$ cat config.mk
export PLATFORM = sky130hd
export DESIGN_NAME = operand_forward_sel
export DESIGN_NICKNAME = d
export VERILOG_FILES = /design/src/rtl/fwd_pkg.sv /design/src/rtl/fwd_decode.sv /design/src/rtl/fwd_lane.sv /design/src/rtl/fwd_opmux.sv /design/src/rtl/operand_forward_sel.sv
export SDC_FILE = /design/constraint.sdc
export NUM_CORES = 1
export LEC_CHECK = 0
export BUFFER_PORTS_ARGS = -buffer_cell sky130_fd_sc_hd__buf_2
export CORE_AREA = 2 2 112 114
export DETAILED_ROUTE_END_ITERATION = 8
export DIE_AREA = 0 0 114 116
export GPL_ROUTABILITY_DRIVEN = 0
export PLACE_DENSITY_LB_ADDON = 0.15
export SYNTH_ARGS = -nofsm -noshare
export SYNTH_HDL_FRONTEND = slang
export SYNTH_SLANG_ARGS = --single-unit
$ cat constraint.sdc
create_clock -name vclk -period 7
set_input_delay 0.35 -clock vclk [all_inputs]
set_output_delay 0.35 -clock vclk [all_outputs]
set_load 0.02 [all_outputs]
$ cat src/rtl/fwd_pkg.sv
package fwd_pkg;

    localparam int IW = 32;
    localparam int RW = 5;

    // field positions
    localparam int OP_HI = 31;
    localparam int OP_LO = 26;
    localparam int RS_HI = 25;
    localparam int RS_LO = 21;
    localparam int RT_HI = 20;
    localparam int RT_LO = 16;
    localparam int RD_HI = 15;
    localparam int RD_LO = 11;
    localparam int FN_HI = 5;
    localparam int FN_LO = 0;

    localparam logic [5:0] OPC_SPECIAL = 6'h00;
    localparam logic [5:0] OPC_BEQ     = 6'h04;
    localparam logic [5:0] OPC_BNE     = 6'h05;
    localparam logic [5:0] OPC_IMM_LO  = 6'h08;
    localparam logic [5:0] OPC_IMM_HI  = 6'h0E;
    localparam logic [5:0] OPC_LUI     = 6'h0F;
    localparam logic [5:0] OPC_LOAD    = 6'h23;
    localparam logic [5:0] OPC_STORE   = 6'h2B;

    localparam logic [5:0] FN_SHL_K  = 6'h00;
    localparam logic [5:0] FN_SHR_K  = 6'h02;
    localparam logic [5:0] FN_SHA_K  = 6'h03;
    localparam logic [5:0] FN_JUMP_R = 6'h08;

    // select encoding
    typedef enum logic [1:0] {
        FWD_RF  = 2'b00,
        FWD_EX  = 2'b01,
        FWD_MEM = 2'b10
    } fwd_sel_e;

    typedef enum logic [3:0] {
        CLS_NONE,
        CLS_REG3,
        CLS_SHIFT_K,
        CLS_JUMP_R,
        CLS_IMM_ALU,
        CLS_LUI,
        CLS_LOAD,
        CLS_STORE,
        CLS_BRANCH
    } instr_cls_e;

    typedef struct packed {
        logic          use_rs;
        logic          use_rt;
        logic [RW-1:0] rs;
        logic [RW-1:0] rt;
    } src_use_t;

    typedef struct packed {
        logic          wr;
        logic [RW-1:0] rd;
    } dst_t;

    typedef struct packed {
        logic          used;
        logic [RW-1:0] idx;
    } lane_req_t;

    function automatic instr_cls_e classify(input logic [IW-1:0] ir);
        instr_cls_e c;
        logic [5:0] opc;
        logic [5:0] fn;
        opc = ir[OP_HI:OP_LO];
        fn  = ir[FN_HI:FN_LO];
        c   = CLS_NONE;
        if (ir == '0) begin
            c = CLS_NONE;                      // no-op
        end else begin
            case (opc) inside
                OPC_SPECIAL: begin
                    if (fn == FN_SHL_K || fn == FN_SHR_K || fn == FN_SHA_K)
                        c = CLS_SHIFT_K;
                    else if (fn == FN_JUMP_R)
                        c = CLS_JUMP_R;
                    else
                        c = CLS_REG3;
                end
                [OPC_IMM_LO:OPC_IMM_HI]: c = CLS_IMM_ALU;
                OPC_LUI:                 c = CLS_LUI;
                OPC_LOAD:                c = CLS_LOAD;
                OPC_STORE:               c = CLS_STORE;
                OPC_BEQ, OPC_BNE:        c = CLS_BRANCH;
                default:                 c = CLS_NONE;
            endcase
        end
        return c;
    endfunction

    // which fields a word reads
    function automatic src_use_t sources_of(input instr_cls_e c,
                                            input logic [IW-1:0] ir);
        src_use_t s;
        s.rs = ir[RS_HI:RS_LO];
        s.rt = ir[RT_HI:RT_LO];
        unique case (c)
            CLS_REG3, CLS_STORE, CLS_BRANCH: begin
                s.use_rs = 1'b1; s.use_rt = 1'b1;
            end
            CLS_SHIFT_K: begin
                s.use_rs = 1'b0; s.use_rt = 1'b1;
            end
            CLS_JUMP_R, CLS_IMM_ALU, CLS_LOAD: begin
                s.use_rs = 1'b1; s.use_rt = 1'b0;
            end
            default: begin
                s.use_rs = 1'b0; s.use_rt = 1'b0;
            end
        endcase
        return s;
    endfunction

    // which register a word writes
    function automatic dst_t dest_of(input instr_cls_e c,
                                     input logic [IW-1:0] ir);
        dst_t d;
        unique case (c)
            CLS_REG3, CLS_SHIFT_K: begin
                d.wr = 1'b1; d.rd = ir[RD_HI:RD_LO];
            end
            CLS_IMM_ALU, CLS_LUI, CLS_LOAD: begin
                d.wr = 1'b1; d.rd = ir[RT_HI:RT_LO];
            end
            default: begin
                d.wr = 1'b0; d.rd = '0;
            end
        endcase
        return d;
    endfunction

    // register 0 never matches
    function automatic logic hits(input lane_req_t q, input dst_t d);
        return q.used && d.wr && (d.rd != '0) && (d.rd == q.idx);
    endfunction

endpackage

$ cat src/rtl/fwd_decode.sv
module fwd_decode
    import fwd_pkg::*;
(
    input  logic [IW-1:0] ir,
    output src_use_t      src,
    output dst_t          dst
);
    instr_cls_e cls;

    always_comb begin
        cls = classify(ir);
        src = sources_of(cls, ir);
        dst = dest_of(cls, ir);
    end
endmodule

$ cat src/rtl/fwd_lane.sv
module fwd_lane
    import fwd_pkg::*;
(
    input  lane_req_t req,
    input  dst_t      dst_young,
    input  dst_t      dst_old,
    output fwd_sel_e  sel
);
    logic hit_young;
    logic hit_old;

    always_comb begin
        hit_young = hits(req, dst_young);
        hit_old   = hits(req, dst_old);
        // younger producer has priority
        if (hit_young)
            sel = FWD_EX;
        else if (hit_old)
            sel = FWD_MEM;
        else
            sel = FWD_RF;
    end
endmodule

$ cat src/rtl/fwd_opmux.sv
module fwd_opmux
    import fwd_pkg::*;
#(
    parameter int DATA_W = 32
) (
    input  fwd_sel_e          sel,
    input  logic [DATA_W-1:0] from_rf,
    input  logic [DATA_W-1:0] from_ex,
    input  logic [DATA_W-1:0] from_mem,
    output logic [DATA_W-1:0] value
);
    always_comb begin
        unique case (sel)
            FWD_EX:  value = from_ex;
            FWD_MEM: value = from_mem;
            default: value = from_rf;
        endcase
    end
endmodule

$ cat src/rtl/operand_forward_sel.sv
module operand_forward_sel
    import fwd_pkg::*;
#(
    parameter int DATA_W = 32
) (
    input  logic [31:0]       ir_idex,
    input  logic [31:0]       ir_exmem,
    input  logic [31:0]       ir_memwb,
    input  logic [DATA_W-1:0] rf_a,
    input  logic [DATA_W-1:0] rf_b,
    input  logic [DATA_W-1:0] ex_result,
    input  logic [DATA_W-1:0] mem_result,
    output logic [1:0]        sel_a,
    output logic [1:0]        sel_b,
    output logic [DATA_W-1:0] op_a,
    output logic [DATA_W-1:0] op_b
);
    localparam int N_LANE = 2;

    src_use_t cons_src, young_src, old_src;
    dst_t     cons_dst, young_dst, old_dst;

    fwd_decode u_dec_cons  (.ir(ir_idex),  .src(cons_src),  .dst(cons_dst));
    fwd_decode u_dec_young (.ir(ir_exmem), .src(young_src), .dst(young_dst));
    fwd_decode u_dec_old   (.ir(ir_memwb), .src(old_src),   .dst(old_dst));

    // Only the consumer's sources and the producers' destinations matter.
    logic unused_roles;
    assign unused_roles = ^{cons_dst, young_src, old_src};

    lane_req_t         req  [N_LANE];
    fwd_sel_e          lsel [N_LANE];
    logic [DATA_W-1:0] rfv  [N_LANE];
    logic [DATA_W-1:0] outv [N_LANE];

    // lane 0 follows rs, lane 1 follows rt
    assign req[0] = '{used: cons_src.use_rs, idx: cons_src.rs};
    assign req[1] = '{used: cons_src.use_rt, idx: cons_src.rt};
    assign rfv[0] = rf_a;
    assign rfv[1] = rf_b;

    // each lane decides alone
    for (genvar g = 0; g < N_LANE; g++) begin : g_lane
        fwd_lane u_lane (
            .req       (req[g]),
            .dst_young (young_dst),
            .dst_old   (old_dst),
            .sel       (lsel[g])
        );
        fwd_opmux #(.DATA_W(DATA_W)) u_mux (
            .sel      (lsel[g]),
            .from_rf  (rfv[g]),
            .from_ex  (ex_result),
            .from_mem (mem_result),
            .value    (outv[g])
        );
    end

    assign sel_a = lsel[0];
    assign sel_b = lsel[1];
    assign op_a  = outv[0];
    assign op_b  = outv[1];
endmodule

; Yosys cells after proc, flatten, opt, wreduce, memory -nomap -nowiden
; Index checks and enable logic that the tools add are counted.
[totals]
latch_bits = 0
mem_bits_rw = 0
output_inout_bits = 68
wordCells = 132
romBits = 0
ff_bits = 0
mem_count = 0
[op_classes]
bitwise = 0
add_sub_neg = 0
multipliers = 0
n_reduce_logical = 41
magnitude_cmp = 6
n_mux = 36
eq_ne = 49
div = 0
shifts = 0
[op_table]
columns = cell, n
row1 = $pmux W32 S2, 2
row2 = $logic_not A32 Y1, 3
row3 = $mux W4, 21
row4 = $eq A4 B3 Y1 const B, 9
row5 = $eq A6 B2 Y1 const B, 6
row6 = $eq A6 B3 Y1 const B, 6
row7 = $eq A6 B4 Y1 const B, 6
row8 = $eq A6 B6 Y1 const B, 6
row9 = $logic_not A6 Y1, 6
row10 = $pmux W6 S2, 2
row11 = $eq A5 B5 Y1, 4
row12 = $mux W2, 10
row13 = $ge A6 B4 Y1 const B, 3
row14 = $le A6 B4 Y1 const B, 3
row15 = $eq A4 B2 Y1 const B, 4
row16 = $logic_and A1 B1 Y1, 15
row17 = $eq A4 B1 Y1 const B, 3
row18 = $reduce_or A3 Y1, 4
row19 = $reduce_bool A5 Y1, 2
row20 = $reduce_or A2 Y1, 5
row21 = $logic_or A1 B1 Y1, 6
row22 = $pmux W2 S3, 1
row23 = $eq A2 B1 Y1 const B, 2
row24 = $eq A2 B2 Y1 const B, 2
row25 = $eq A4 B4 Y1 const B, 1

; Logic depth before layout (Yosys ltp)
; Gate-level depths: netlist of run 1.
[logic_depth]
word_depth = 19
ltp_mapped = 12

; Modules after synthesis
; Synthesis of run 1 repeated with hierarchy kept, for this count alone.
[hier_totals]
hier_cells = 440
hier_area_um2 = 2808.9
[modules_own_cells]
columns = module, cells_per_inst, area_per_inst_um2, instances, seq_area_each_um2
row1 = fwd_opmux, 113, 636.9, 2, 0.0
row2 = fwd_decode, 58, 401.6, 3, 0.0
row3 = fwd_lane, 20, 165.2, 2, 0.0

; Worst setup path after synthesis of run 1
; OpenSTA, ideal clock, no wires.
[synth_timing]
path_type = in2out
start = input ir_memwb[31]
end = output op_a[0]
n_path_buf = 1
t_arrival_ns = 3.364
stages = 10
path_slack_ns = 3.286
t_required_ns = 6.650
cell_sequence = or4_4 > or3_4 > or3_4 > a211o_1 > nand2_2 > nor4_2 > o31ai_4 > buf_8 > mux2_4 > mux2_2
[synth_between]
elab_chain_cells = 19
[synth_rtl]
columns = item, line
row1 = "start, declared", operand_forward_sel.sv:8  ; input logic [31:0] ir_memwb,
row2 = $eq A6 B3 Y1, fwd_decode.sv:11  ; cls = classify(ir);
row3 = $reduce_or A2 Y1, fwd_pkg.sv:78  ; case (opc) inside
row4 = $mux W4 (6 in series), fwd_pkg.sv:78
row5 = $mux W4 (*), fwd_pkg.sv:75  ; if (ir == '0) begin
row6 = "$eq A4 B3 Y1, or another cell as far along", fwd_pkg.sv:125  ; unique case (c)
row7 = $reduce_or A3 Y1 / $reduce_or A2 Y1 (equally long branches), fwd_pkg.sv:125
row8 = $pmux W6 S2 (*), fwd_pkg.sv:125
row9 = $reduce_bool A5 Y1 / $logic_and A1 B1 Y1 (equally long branches), fwd_pkg.sv:141  ; return q.used && d.wr && (d.rd != '0) && (d.rd == q.idx);
row10 = $logic_and A1 B1 Y1, fwd_pkg.sv:141
row11 = $logic_and A1 B1 Y1 (*), fwd_pkg.sv:141
row12 = $mux W2 (*), fwd_lane.sv:18  ; else if (hit_old)
row13 = $mux W2 (*), fwd_lane.sv:16  ; if (hit_young)
row14 = $eq A2 B2 Y1 / $eq A2 B1 Y1 (equally long branches), fwd_opmux.sv:13  ; unique case (sel)
row15 = $pmux W32 S2 (*), fwd_opmux.sv:13
row16 = "end, declared", operand_forward_sel.sv:15  ; output logic [DATA_W-1:0] op_a,
; Mark *: on every way between the ends. The rest lies on a longest branch, timed or not.

; Final worst setup path of run 1
[layout_timing]
start = input ir_exmem[28]
end = output op_b[7]
[layout_between]
elab_chain_cells = 18
[layout_rtl]
columns = item, line
row1 = "start, declared", operand_forward_sel.sv:7  ; input logic [31:0] ir_exmem,
row2 = $eq A6 B3 Y1, fwd_decode.sv:11
row3 = $reduce_or A2 Y1, fwd_pkg.sv:78
row4 = $mux W4 (6 in series), fwd_pkg.sv:78
row5 = $mux W4 (*), fwd_pkg.sv:75
row6 = "$eq A4 B3 Y1, or another cell as far along", fwd_pkg.sv:125
row7 = $reduce_or A3 Y1 / $reduce_or A2 Y1 (equally long branches), fwd_pkg.sv:125
row8 = $pmux W6 S2 (*), fwd_pkg.sv:125
row9 = $reduce_bool A5 Y1 / $logic_and A1 B1 Y1 (equally long branches), fwd_pkg.sv:141
row10 = $logic_and A1 B1 Y1, fwd_pkg.sv:141
row11 = $logic_and A1 B1 Y1 (*), fwd_pkg.sv:141
row12 = $mux W2 (*), fwd_lane.sv:16
row13 = $eq A2 B2 Y1 / $eq A2 B1 Y1 (equally long branches), fwd_opmux.sv:13
row14 = $pmux W32 S2 (*), fwd_opmux.sv:13
row15 = "end, declared", operand_forward_sel.sv:16  ; output logic [DATA_W-1:0] op_b
; Marks and branches as above.

==> summary.txt, run 1 <==
Run status
  • Outcome: finished clean

Drt
  • Avg Vias per Cell: 5.07
  • Number of iterations in the first detailed-routing pass: 6
  • Total routed wirelength: ~13 mm
  • Number of nets still failing antenna checks after routing: 0
  • Detailed-route wire length per cell: 16.1 um
  • Final routed DRC violation total: 0
  • Detailed-route via count: 3963
  • Iter 0 DRT Violations: 208

Timing
  • FMAX: 221 MHz
  • Number of failing hold endpoints at the final stage: 0
  • Finish-stage setup viols: 0
  • Unrepaired setup endpoints after global routing: false
  • Time the worst path needs with I/O delays and setup: 4.51 ns
  • Final count of pins violating max slew: 0
  • Final worst-path cycle share: 0.645
  • Slew headroom: 0.263
  • Setup TNS after final layout: 0 ns
  • Worst Tran Pin Value: 1.11 ns

Min path
  • Worst min-delay path category: in2out

Synthesis
  • Gate count after technology mapping: 359
  • Avg Cell Area, Syn: 7.75 um2
  • Adder-cell share of the synthesized area: 0
  • Synthesized Nets: ~600
  • Mux cell area share after synthesis: 0.435
  • Post-Synthesis Cell Area: 2780 um2
  • Warnings, synthesis: 0
  • Share of synthesized cell area in and, or, nand and nor gates: 0.270
  • Main combinational cell family by area after synthesis: multiplexers
  • Parity-gate share of the synthesized area counting xor and xnor cells: 0.0252
  • Sequential share of the synthesized area: 0
  • Post-synthesis compound-gate area fraction: 0.208
  • Unique cell type count in the Yosys netlist: 63

Place
  • Placed cells: 780
  • Number of buffers inserted by port buffering: 292
  • Post-detailed-placement cell area: 4330 um2
  • DPL Wire Length: approximately 11 mm

Global route
  • Antenna violations before repair: 2
  • Total congestion overflow: 0
  • Global routing usage summed across all routing layers: 0.171
  • First-pass GRT wire length: 18.5 mm
  • Vias in the first global route: 3825
  • Maximum number of pins on one net before global-route repair: 34

Setup path
  • Capture point of the critical path: op_b[7]
  • Bufs and invs on worst path: 3
  • CP startpoint: ir_exmem[28]
  • Critical-path top delay cell: sky130_fd_sc_hd__a2111oi_0
  • Number of cells on the critical path: 11
  • CP Data Arrival Time: about 4.2 ns
  • Critical path launch point type: input pin
  • Cell family with most CP delay: compound AO/OA/AOI/OAI gates
  • Slowest stage delay, CP: a little under 0.8 ns
  • Crit-path cells: buf_2 > nand4b_1 > a21oi_1 > nand2_1 > a221oi_1 > nand2b_1 > a2111oi_0 > o2111ai_4 > buf_4 > a21oi_1 > buf_2
  • CP Max Fanout: 33
  • Required time at the endpoint of the critical path: 6.65 ns
  • Crit path capture type: primary output
  • Class of the most critical setup path: in2out

Layout
  • Most common library cell in the layout ignoring fill and taps: sky130_fd_sc_hd__buf_2
  • Clock buffer cells: 0
  • Number of non-filler instances in the completed layout: about 780
  • Relative area change from synthesis to final layout: 55.7%
  • Final cell utilization of the core: 0.364
  • Layout cells sized above 1: 0.592
  • Post-route standard cell area excluding fillers: 4340 um2
  • Net total in the final layout: 859
  • Area occupied by multi-input gates: 2640 um2
  • Num sequential: 0
  • Top library cells by usage in the layout, fill and taps aside: 292 x sky130_fd_sc_hd__buf_2, 42 x sky130_fd_sc_hd__nor2_1, 38 x sky130_fd_sc_hd__a21oi_1, 37 x sky130_fd_sc_hd__mux2i_1, 33 x sky130_fd_sc_hd__mux2_2
  • Final-layout fill cell count: 1313
  • Sequential Area: 0 um2

Pwr
  • Power density over cell area: 50.3 nW/um2
  • Proportion of power drawn by the clock network: 0
  • Switch share: 0.509
  • Net switching power: 0.000111 W
  • Maximum ir drop on the vdd rail: 0.0214 mV
  • Power share of the sequential group: 0
  • Leakage power summed over all cells: 2.10 nW
  • Share of power burned in combinational logic: 1.000
  • Internal Dissipation: 0.000107 W

Clock tree
  • Count of hold buffers inserted by post-cts repair: 0
  • Buffers inserted during post-CTS setup optimization: 0
  • Resized Gates After CTS: 0

Die
  • Die outline area: 13200 um2
  • Starting density of the core: 0.234
  • Y dimension of the die: roughly 120 um
  • Core box area: 11900 um2
  • Number of top-level pins: a little under 300
  • Die Width: 114 um
  • Placement row count: 40

Flow run
  • Max-capacitance violation count: 0
metrics by stage:
stage          worst slack, ns  power, W  hold WS, ns
6_report                  2.49  0.000218         1.06
5_1_grt                   2.02  0.000236         1.08
4_1_cts                   2.53  0.000218         1.07
3_5_place_dp              2.49  0.000217         1.06
3_3_place_gp              2.50  0.000215         1.06
2_1_floorplan             3.29  0.000107        0.880
worst min-delay path: stages:
cell,delay [ns]
sky130_fd_sc_hd__buf_2,0.08
sky130_fd_sc_hd__mux2_2,0.13
sky130_fd_sc_hd__buf_2,0.15
Yosys cell counts (5+ instances only):
| cell | instances | share of area |
|---|---|---|
| sky130_fd_sc_hd__nor4_1 | 20 | 0.045 |
| sky130_fd_sc_hd__clkbuf_1 | 8 | 0.011 |
| sky130_fd_sc_hd__nor3_1 | 6 | 0.011 |
| sky130_fd_sc_hd__nor2_1 | 42 | 0.057 |
| sky130_fd_sc_hd__mux2i_1 | 37 | 0.13 |
| sky130_fd_sc_hd__nand2_1 | 26 | 0.035 |
| sky130_fd_sc_hd__a21oi_1 | 38 | 0.068 |
| sky130_fd_sc_hd__inv_1 | 7 | 0.0094 |
| sky130_fd_sc_hd__mux2_4 | 29 | 0.16 |
| sky130_fd_sc_hd__nand3_1 | 9 | 0.016 |
| sky130_fd_sc_hd__buf_4 | 5 | 0.013 |
| sky130_fd_sc_hd__xnor2_1 | 6 | 0.019 |
| sky130_fd_sc_hd__nand2b_1 | 5 | 0.011 |
| sky130_fd_sc_hd__mux2_2 | 33 | 0.13 |
cell families after synthesis:
kind of cell,count (synthesis)
buffers and inverters,28
XOR/XNOR,8
multiplexers,102
AND/OR/NAND/NOR,138
AO/OA/AOI/OAI,83
per-layer routing:
| layer | vias to the layer above | GRT usage | wire length [um] |
|---|---|---|---|
| met4 | 2 | 0.0138 | 104 |
| met3 | 12 | 0.0214 | 1070 |
| met5 | - | 0 | 13 |
| met1 | 1791 | 0.192 | 4700 |
| li1 | 1940 | - | - |
| met2 | 218 | 0.351 | 6650 |
area by class of cell:
cell class                      instances  share of cell area
Timing Repair Buffer                  295               0.342
Inverter                                7             0.00606
Multi-Input combinational cell        331               0.609
Tap cell                              147              0.0424
Antenna cell                            1            0.000577
power by group through the flow:
stage / logic (W) / clock network [W] / registers, W
CTS: 0.000218 / 0 / 0
floorplan: 0.000107 / 0 / 0
finish: 0.000218 / 0.0000000000191 / 0
global placement: 0.000215 / 0 / 0
global route: 0.000236 / 0 / 0
detailed placement: 0.000217 / 0 / 0
worst min path at each step:
stage                        from        to  slack (ns)  cells past startpoint
finish              ex_result[11]  op_a[11]        1.06                      3
global route         ex_result[9]   op_a[9]        1.08                      3
CTS                 ex_result[11]  op_a[11]        1.07                      3
detailed placement  ex_result[11]  op_a[11]        1.06                      3
global placement    ex_result[21]  op_a[21]        1.06                      3
floorplan            ex_result[0]   op_b[0]        0.88                      2
No activity file was read; power rests on OpenSTA's default activity.
==> inputs of run 2 (changes only) <==
CORE_AREA = 2 2 115 117   (was 2 2 112 114)
DIE_AREA = 0 0 117 119   (was 0 0 114 116)
clock period = 3.7 ns   (was 7 ns; I/O delays follow)
==> run 2 against run 1 <==
Compared with the run above: power rose by 95%; non-clock buffer count rose by 14; largest cell class unchanged; sequential share of layout area did not move; critical endpoint is now op_a[20].
==> summary.txt, run 2 (same netlist as run 1, synthesis figures left out) <==
Layout
  • Top library cells by usage in the layout, fill and taps aside: 291 x sky130_fd_sc_hd__buf_2, 42 x sky130_fd_sc_hd__nor2_1, 38 x sky130_fd_sc_hd__a21oi_1, 35 x sky130_fd_sc_hd__mux2i_1, 33 x sky130_fd_sc_hd__mux2_2 (was 292 x sky130_fd_sc_hd__buf_2, 42 x sky130_fd_sc_hd__nor2_1, 38 x sky130_fd_sc_hd__a21oi_1, 37 x sky130_fd_sc_hd__mux2i_1, 33 x sky130_fd_sc_hd__mux2_2)
  • Net total in the final layout: 873 (was 859)
  • Number of non-filler instances in the completed layout: 826 (was 781)
  • Most common library cell in the layout ignoring fill and taps: sky130_fd_sc_hd__buf_2 (unchanged)
  • Clock buffer cells: 0 (unchanged)
  • Final cell utilization of the core: 0.358 (was 0.364)
  • Num sequential: 0 (unchanged)
  • Post-route standard cell area excluding fillers: 4610 um2 (was 4340 um2)
  • Relative area change from synthesis to final layout: 65.5% (was 55.7%)
  • Sequential Area: 0 um2 (unchanged)
  • Layout cells sized above 1: 0.609 (was 0.592)

Setup path
  • Critical path launch point type: input pin (unchanged)
  • Crit-path cells: buf_2 > or4_4 > or3_4 > or3_4 > a211o_1 > nand2_2 > nor4_2 > o31ai_4 > buf_6 > buf_8 > mux2_4 > mux2_2 > buf_2 (was buf_2 > nand4b_1 > a21oi_1 > nand2_1 > a221oi_1 > nand2b_1 > a2111oi_0 > o2111ai_4 > buf_4 > a21oi_1 > buf_2)
  • Number of cells on the critical path: 13 (was 11)
  • Cell family with most CP delay: simple AND/OR/NAND/NOR gates (was compound AO/OA/AOI/OAI gates)
  • Bufs and invs on worst path: 4 (was 3)
  • Critical-path top delay cell: sky130_fd_sc_hd__or4_4 (was sky130_fd_sc_hd__a2111oi_0)
  • CP Max Fanout: 8 (was 33)
  • Class of the most critical setup path: in2out (unchanged)
  • Slowest stage delay, CP: 0.54 ns (was 0.78 ns)
  • Crit path capture type: primary output (unchanged)
  • Required time at the endpoint of the critical path: 3.51 ns (was 6.65 ns)
  • CP Data Arrival Time: 3.41 ns (was 4.16 ns)

Die
  • Placement row count: 42 (was 40)
  • Starting density of the core: 0.216 (was 0.234)
  • Y dimension of the die: 119 um (was 116 um)
  • Die Width: 117 um (was 114 um)
  • Number of top-level pins: 292 (unchanged)
  • Die outline area: 13900 um2 (was 13200 um2)
  • Core box area: 12900 um2 (was 11900 um2)

Timing
  • Finish-stage setup viols: 0 (unchanged)
  • FMAX: 278 MHz
  • Slew headroom: 0.664 (was 0.263)
  • Final count of pins violating max slew: 0 (unchanged)
  • Setup TNS after final layout: 0 ns (unchanged)
  • Unrepaired setup endpoints after global routing: false (unchanged)
  • Final worst-path cycle share: 0.973
  • Number of failing hold endpoints at the final stage: 0 (unchanged)
  • Time the worst path needs with I/O delays and setup: 3.60 ns
  • Worst Tran Pin Value: 0.492 ns (was 1.11 ns)

Place
  • Post-detailed-placement cell area: 4510 um2 (was 4330 um2)
  • Placed cells: 820 (was 780)
  • Number of buffers inserted by port buffering: 292 (unchanged)
  • DPL Wire Length: 10.8 mm (was 10.7 mm)

Pwr
  • Power density over cell area: 92.1 nW/um2 (was 50.3 nW/um2)
  • Maximum ir drop on the vdd rail: 0.0401 mV (was 0.0214 mV)
  • Post-route total power: 0.000424 W (was 0.000218 W)
  • Leakage power summed over all cells: 2.21 nW (was 2.10 nW)

Global route
  • Antenna violations before repair: 3 (was 2)
  • Global routing usage summed across all routing layers: 0.166 (was 0.171)
  • Total congestion overflow: 0 (unchanged)
  • First-pass GRT wire length: 18.9 mm (was 18.5 mm)
  • Maximum number of pins on one net before global-route repair: 66 (was 34)
  • Vias in the first global route: 3893 (was 3825)

Drt
  • Detailed-route via count: 3988 (was 3963)
  • Number of nets still failing antenna checks after routing: 0 (unchanged)
  • Number of iterations in the first detailed-routing pass: 4 (was 6)
  • Iter 0 DRT Violations: 209 (was 208)
  • Total routed wirelength: 13.0 mm (was 12.5 mm)
  • Avg Vias per Cell: 4.83 (was 5.07)
  • Final routed DRC violation total: 0 (unchanged)
  • Detailed-route wire length per cell: 15.8 um (was 16.1 um)

Min path
  • Endpoint of the worst hold path: op_a[11] (unchanged)
  • Worst min-delay path category: in2out (unchanged)
  • Worst Hold Depth: 3 (unchanged)
  • Hold Crit Start: ex_result[11] (unchanged)

Flow run
  • Max-capacitance violation count: 0 (unchanged)

Run status
  • Outcome: finished clean (unchanged)

Clock tree
  • Count of hold buffers inserted by post-cts repair: 0 (unchanged)
==> run 2: cell count changes in the layout (fill, tap and decap cells not counted), sizes merged <==
| cell | previous run | this run |
|---|---|---|
| diode | 1 | 3 |
| buf | 295 | 308 |
| clkbuf | 0 | 1 |
==> run 2: layout make-up <==
cell class,count,area (um2)
timing repair buffer,309,1680
fill,1404,8270
inverter,7,26.3
antenna,3,7.51
multi-input combinational,331,2670
tap,176,220
==> run 2: how the worst max path moves through the flow <==
stage	from	to	slack, ns
2_1_floorplan	ir_memwb[31]	op_a[0]	0.32
3_3_place_gp	ir_memwb[31]	op_a[4]	0.11
3_5_place_dp	ir_memwb[31]	op_a[4]	0.07
4_1_cts	ir_memwb[31]	op_a[4]	0.05
5_1_grt	ir_memwb[31]	op_a[24]	0.006
6_report	ir_memwb[31]	op_a[20]	0.10
==> run 2: metrics by stage <==
step,setup slack (ns),hold slack [ns]
2_1_floorplan,0.316,0.550
3_3_place_gp,0.113,0.731
3_5_place_dp,0.0662,0.731
4_1_cts,0.0500,0.731
5_1_grt,0.00623,0.745
6_report,0.101,0.725
==> run 2: worst min-delay path, stage by stage <==
cell and delay (ns):
sky130_fd_sc_hd__buf_2 0.08, sky130_fd_sc_hd__mux2_2 0.14, sky130_fd_sc_hd__buf_4 0.13
==> run 2: report_power, final <==
group | total (W) | switching (W) | internal [W]
registers | 0 | 0 | 0
clock network | 0.000000000109 | 0 | 0.000000000109
logic | 0.000424 | 0.000213 | 0.000211
==> run 2: layer usage <==
layer,track usage,share of wire,vias up
li1,-,-,1973
met1,0.181,0.39,1816
met2,0.333,0.53,195
met3,0.0260,0.082,4
met4,0.0199,0.0024,0
met5,0,0,-
==> run 2: what timing repair did <==
action,in CTS,in global routing
buffers inserted,0,1
setup endpoints to repair,0,32
resized for setup,0,9
==> inputs of run 3 (changes only) <==
ABC_CLOCK_PERIOD_IN_PS = 3700   (was not set)
RECOVER_POWER = 50   (was not set)
SETUP_SLACK_MARGIN = 0.5   (was not set)
==> run 3 against run 2 <==
Compared with the run above: combinational power is 9.4% higher; highest routed layer unchanged; worst hold slack worse by 0.025 ns; largest cell class unchanged; sequential share of layout area stayed put; critical path type unchanged; clock-buffer cell count stayed put; global-route usage is 0.17 points higher.
==> summary.txt, run 3 (same netlist as run 1, synthesis figures left out) <==
Timing
  • Slew headroom: 0.695 (was 0.664)
  • Worst Tran Pin Value: 0.456 ns (was 0.492 ns)
  • Least setup slack across all paths after layout: 0.135 ns (was 0.101 ns)
  • Setup TNS after final layout: 0 ns (unchanged)
  • Finish-stage setup viols: 0 (unchanged)
  • Time the worst path needs with I/O delays and setup: 3.57 ns (was 3.60 ns)
  • Final count of pins violating max slew: 0 (unchanged)
  • Number of failing hold endpoints at the final stage: 0 (unchanged)
  • Unrepaired setup endpoints after global routing: true (was false)
  • FMAX: 281 MHz (was 278 MHz)
  • Final worst-path cycle share: 0.964 (was 0.973)

Setup path
  • Critical path launch point type: input pin (unchanged)
  • Class of the most critical setup path: in2out (unchanged)
  • CP Max Fanout: 8 (unchanged)
  • CP Data Arrival Time: 3.38 ns (was 3.41 ns)
  • Required time at the endpoint of the critical path: 3.51 ns (about the same)
  • Crit path capture type: primary output (unchanged)

Drt
  • Avg Vias per Cell: 4.81 (was 4.83)
  • Total routed wirelength: 13.4 mm (was 13.0 mm)
  • Number of iterations in the first detailed-routing pass: 4 (unchanged)
  • Final routed DRC violation total: 0 (unchanged)
  • Iter 0 DRT Violations: 95 (was 209)
  • Number of nets still failing antenna checks after routing: 0 (unchanged)
  • Detailed-route wire length per cell: 15.9 um (was 15.8 um)
  • Detailed-route via count: 4069 (was 3988)

Pwr
  • Leakage power summed over all cells: 2.48 nW (was 2.21 nW)
  • Switch share: 0.482 (was 0.503)
  • Internal Dissipation: 0.000240 W (was 0.000211 W)
  • Post-route total power: 0.000464 W (was 0.000424 W)
  • Share of power burned in combinational logic: 1.000 (about the same)
  • Power share of the sequential group: 0 (about the same)
  • Power density over cell area: 88.9 nW/um2 (was 92.1 nW/um2)
  • Net switching power: 0.000224 W (was 0.000213 W)
  • Maximum ir drop on the vdd rail: 0.0477 mV (was 0.0401 mV)
  • Proportion of power drawn by the clock network: 0 (about the same)

Layout
  • Num sequential: 0 (unchanged)
  • Final-layout fill cell count: 1379 (was 1404)
  • Net total in the final layout: 894 (was 873)
  • Top library cells by usage in the layout, fill and taps aside: 242 x sky130_fd_sc_hd__buf_2, 62 x sky130_fd_sc_hd__mux2_4, 42 x sky130_fd_sc_hd__nor2_1, 37 x sky130_fd_sc_hd__a21oi_1 (was 291 x sky130_fd_sc_hd__buf_2, 42 x sky130_fd_sc_hd__nor2_1, 38 x sky130_fd_sc_hd__a21oi_1, 35 x sky130_fd_sc_hd__mux2i_1, 33 x sky130_fd_sc_hd__mux2_2)
  • Post-route standard cell area excluding fillers: 5220 um2 (was 4610 um2)
  • Layout cells sized above 1: 0.605 (was 0.609)
  • Sequential Area: 0 um2 (unchanged)
  • Clock buffer cells: 0 (unchanged)
  • Relative area change from synthesis to final layout: 87.3% (was 65.5%)
  • Most common library cell in the layout ignoring fill and taps: sky130_fd_sc_hd__buf_2 (unchanged)

Place
  • Number of buffers inserted by port buffering: 292 (unchanged)
  • Pre-CTS setup slack: 0.0755 ns (was 0.0662 ns)
  • DPL Wire Length: 10.7 mm (was 10.8 mm)
  • Post-detailed-placement cell area: 4640 um2 (was 4510 um2)

Global route
  • Antenna violations before repair: 4 (was 3)
  • Maximum number of pins on one net before global-route repair: 34 (was 66)
  • Total congestion overflow: 0 (unchanged)
  • Vias in the first global route: 3959 (was 3893)
  • Global routing usage summed across all routing layers: 0.167 (was 0.166)
  • First-pass GRT wire length: 18.9 mm (about the same)

Die
  • Starting density of the core: 0.216 (unchanged)
  • Number of top-level pins: 292 (unchanged)
  • Placement row count: 42 (unchanged)
  • Die Width: 117 um (unchanged)
  • Die outline area: 13900 um2 (unchanged)
  • Core box area: 12900 um2 (unchanged)
  • Y dimension of the die: 119 um (unchanged)

Min path
  • Worst min-delay path category: in2out (unchanged)
  • Worst Hold Depth: 3 (unchanged)

Clock tree
  • Count of hold buffers inserted by post-cts repair: 0 (unchanged)

Flow run
  • Max-capacitance violation count: 0 (unchanged)

Run status
  • Outcome: finished clean (unchanged)
-- run 3: area by class of cell --
class | instances | area (um2) | share of cell area
Antenna cell | 2 | 5.00 | 0.000960
Inverter | 7 | 26.3 | 0.00504
Multi-Input combinational cell | 331 | 2900 | 0.556
Tap cell | 176 | 220 | 0.0422
Timing Repair Buffer | 330 | 2060 | 0.395
-- run 3: worst max-delay path, cell delays in order --
cell and delay [ns]:
sky130_fd_sc_hd__buf_8 0.09, sky130_fd_sc_hd__or4_4 0.52, sky130_fd_sc_hd__or3_4 0.35, sky130_fd_sc_hd__or3_4 0.40, sky130_fd_sc_hd__a211o_1 0.32, sky130_fd_sc_hd__nand2_4 0.13
sky130_fd_sc_hd__nor4_4 0.05, sky130_fd_sc_hd__o31ai_4 0.24, sky130_fd_sc_hd__buf_6 0.19, sky130_fd_sc_hd__clkbuf_16 0.18, sky130_fd_sc_hd__mux2_4 0.30, sky130_fd_sc_hd__mux2_4 0.26
sky130_fd_sc_hd__buf_2 0.16
-- run 3: power by group through the flow --
stage	sequential (W)	combinational, W	clock [W]
2_1_floorplan	0	0.000214	0
3_3_place_gp	0	0.000421	0
3_5_place_dp	0	0.000426	0
4_1_cts	0	0.000452	0
5_1_grt	0	0.000502	0.0000000000723
6_report	0	0.000464	0.0000000000723
-- run 3: worst paths after layout --
kind	from	to	slack, ns
setup / recovery	ir_memwb[31]	op_a[0]	0.13
hold / removal	ex_result[16]	op_a[16]	0.70
-- run 3: timing repair --
item | in CTS | in global routing
endpoints found under the setup margin | 68 | 68
pin swaps | 4 | 6
resized for setup | 39 | 41
buffers inserted | 13 | 2
cloned | 5 | 3
-- run 3: routing by layer --
| metal | track usage | vias up | part of all wire |
|---|---|---|---|
| met3 | 0.0148 | 12 | 0.070 |
| met1 | 0.200 | 1847 | 0.40 |
| met4 | 0.0279 | 0 | 0.015 |
| li1 | - | 2015 | - |
| met2 | 0.320 | 195 | 0.51 |
| met5 | 0 | - | 0 |
-- run 3: per-stage QoR --
step                      hold WS (ns)  instances   util
after floorplan                  0.529        359      -
after global placement           0.727        821  0.361
after detailed placement         0.731        821  0.361
after CTS                        0.701        839  0.392
after global routing             0.711        846  0.405
final                            0.700        846  0.405
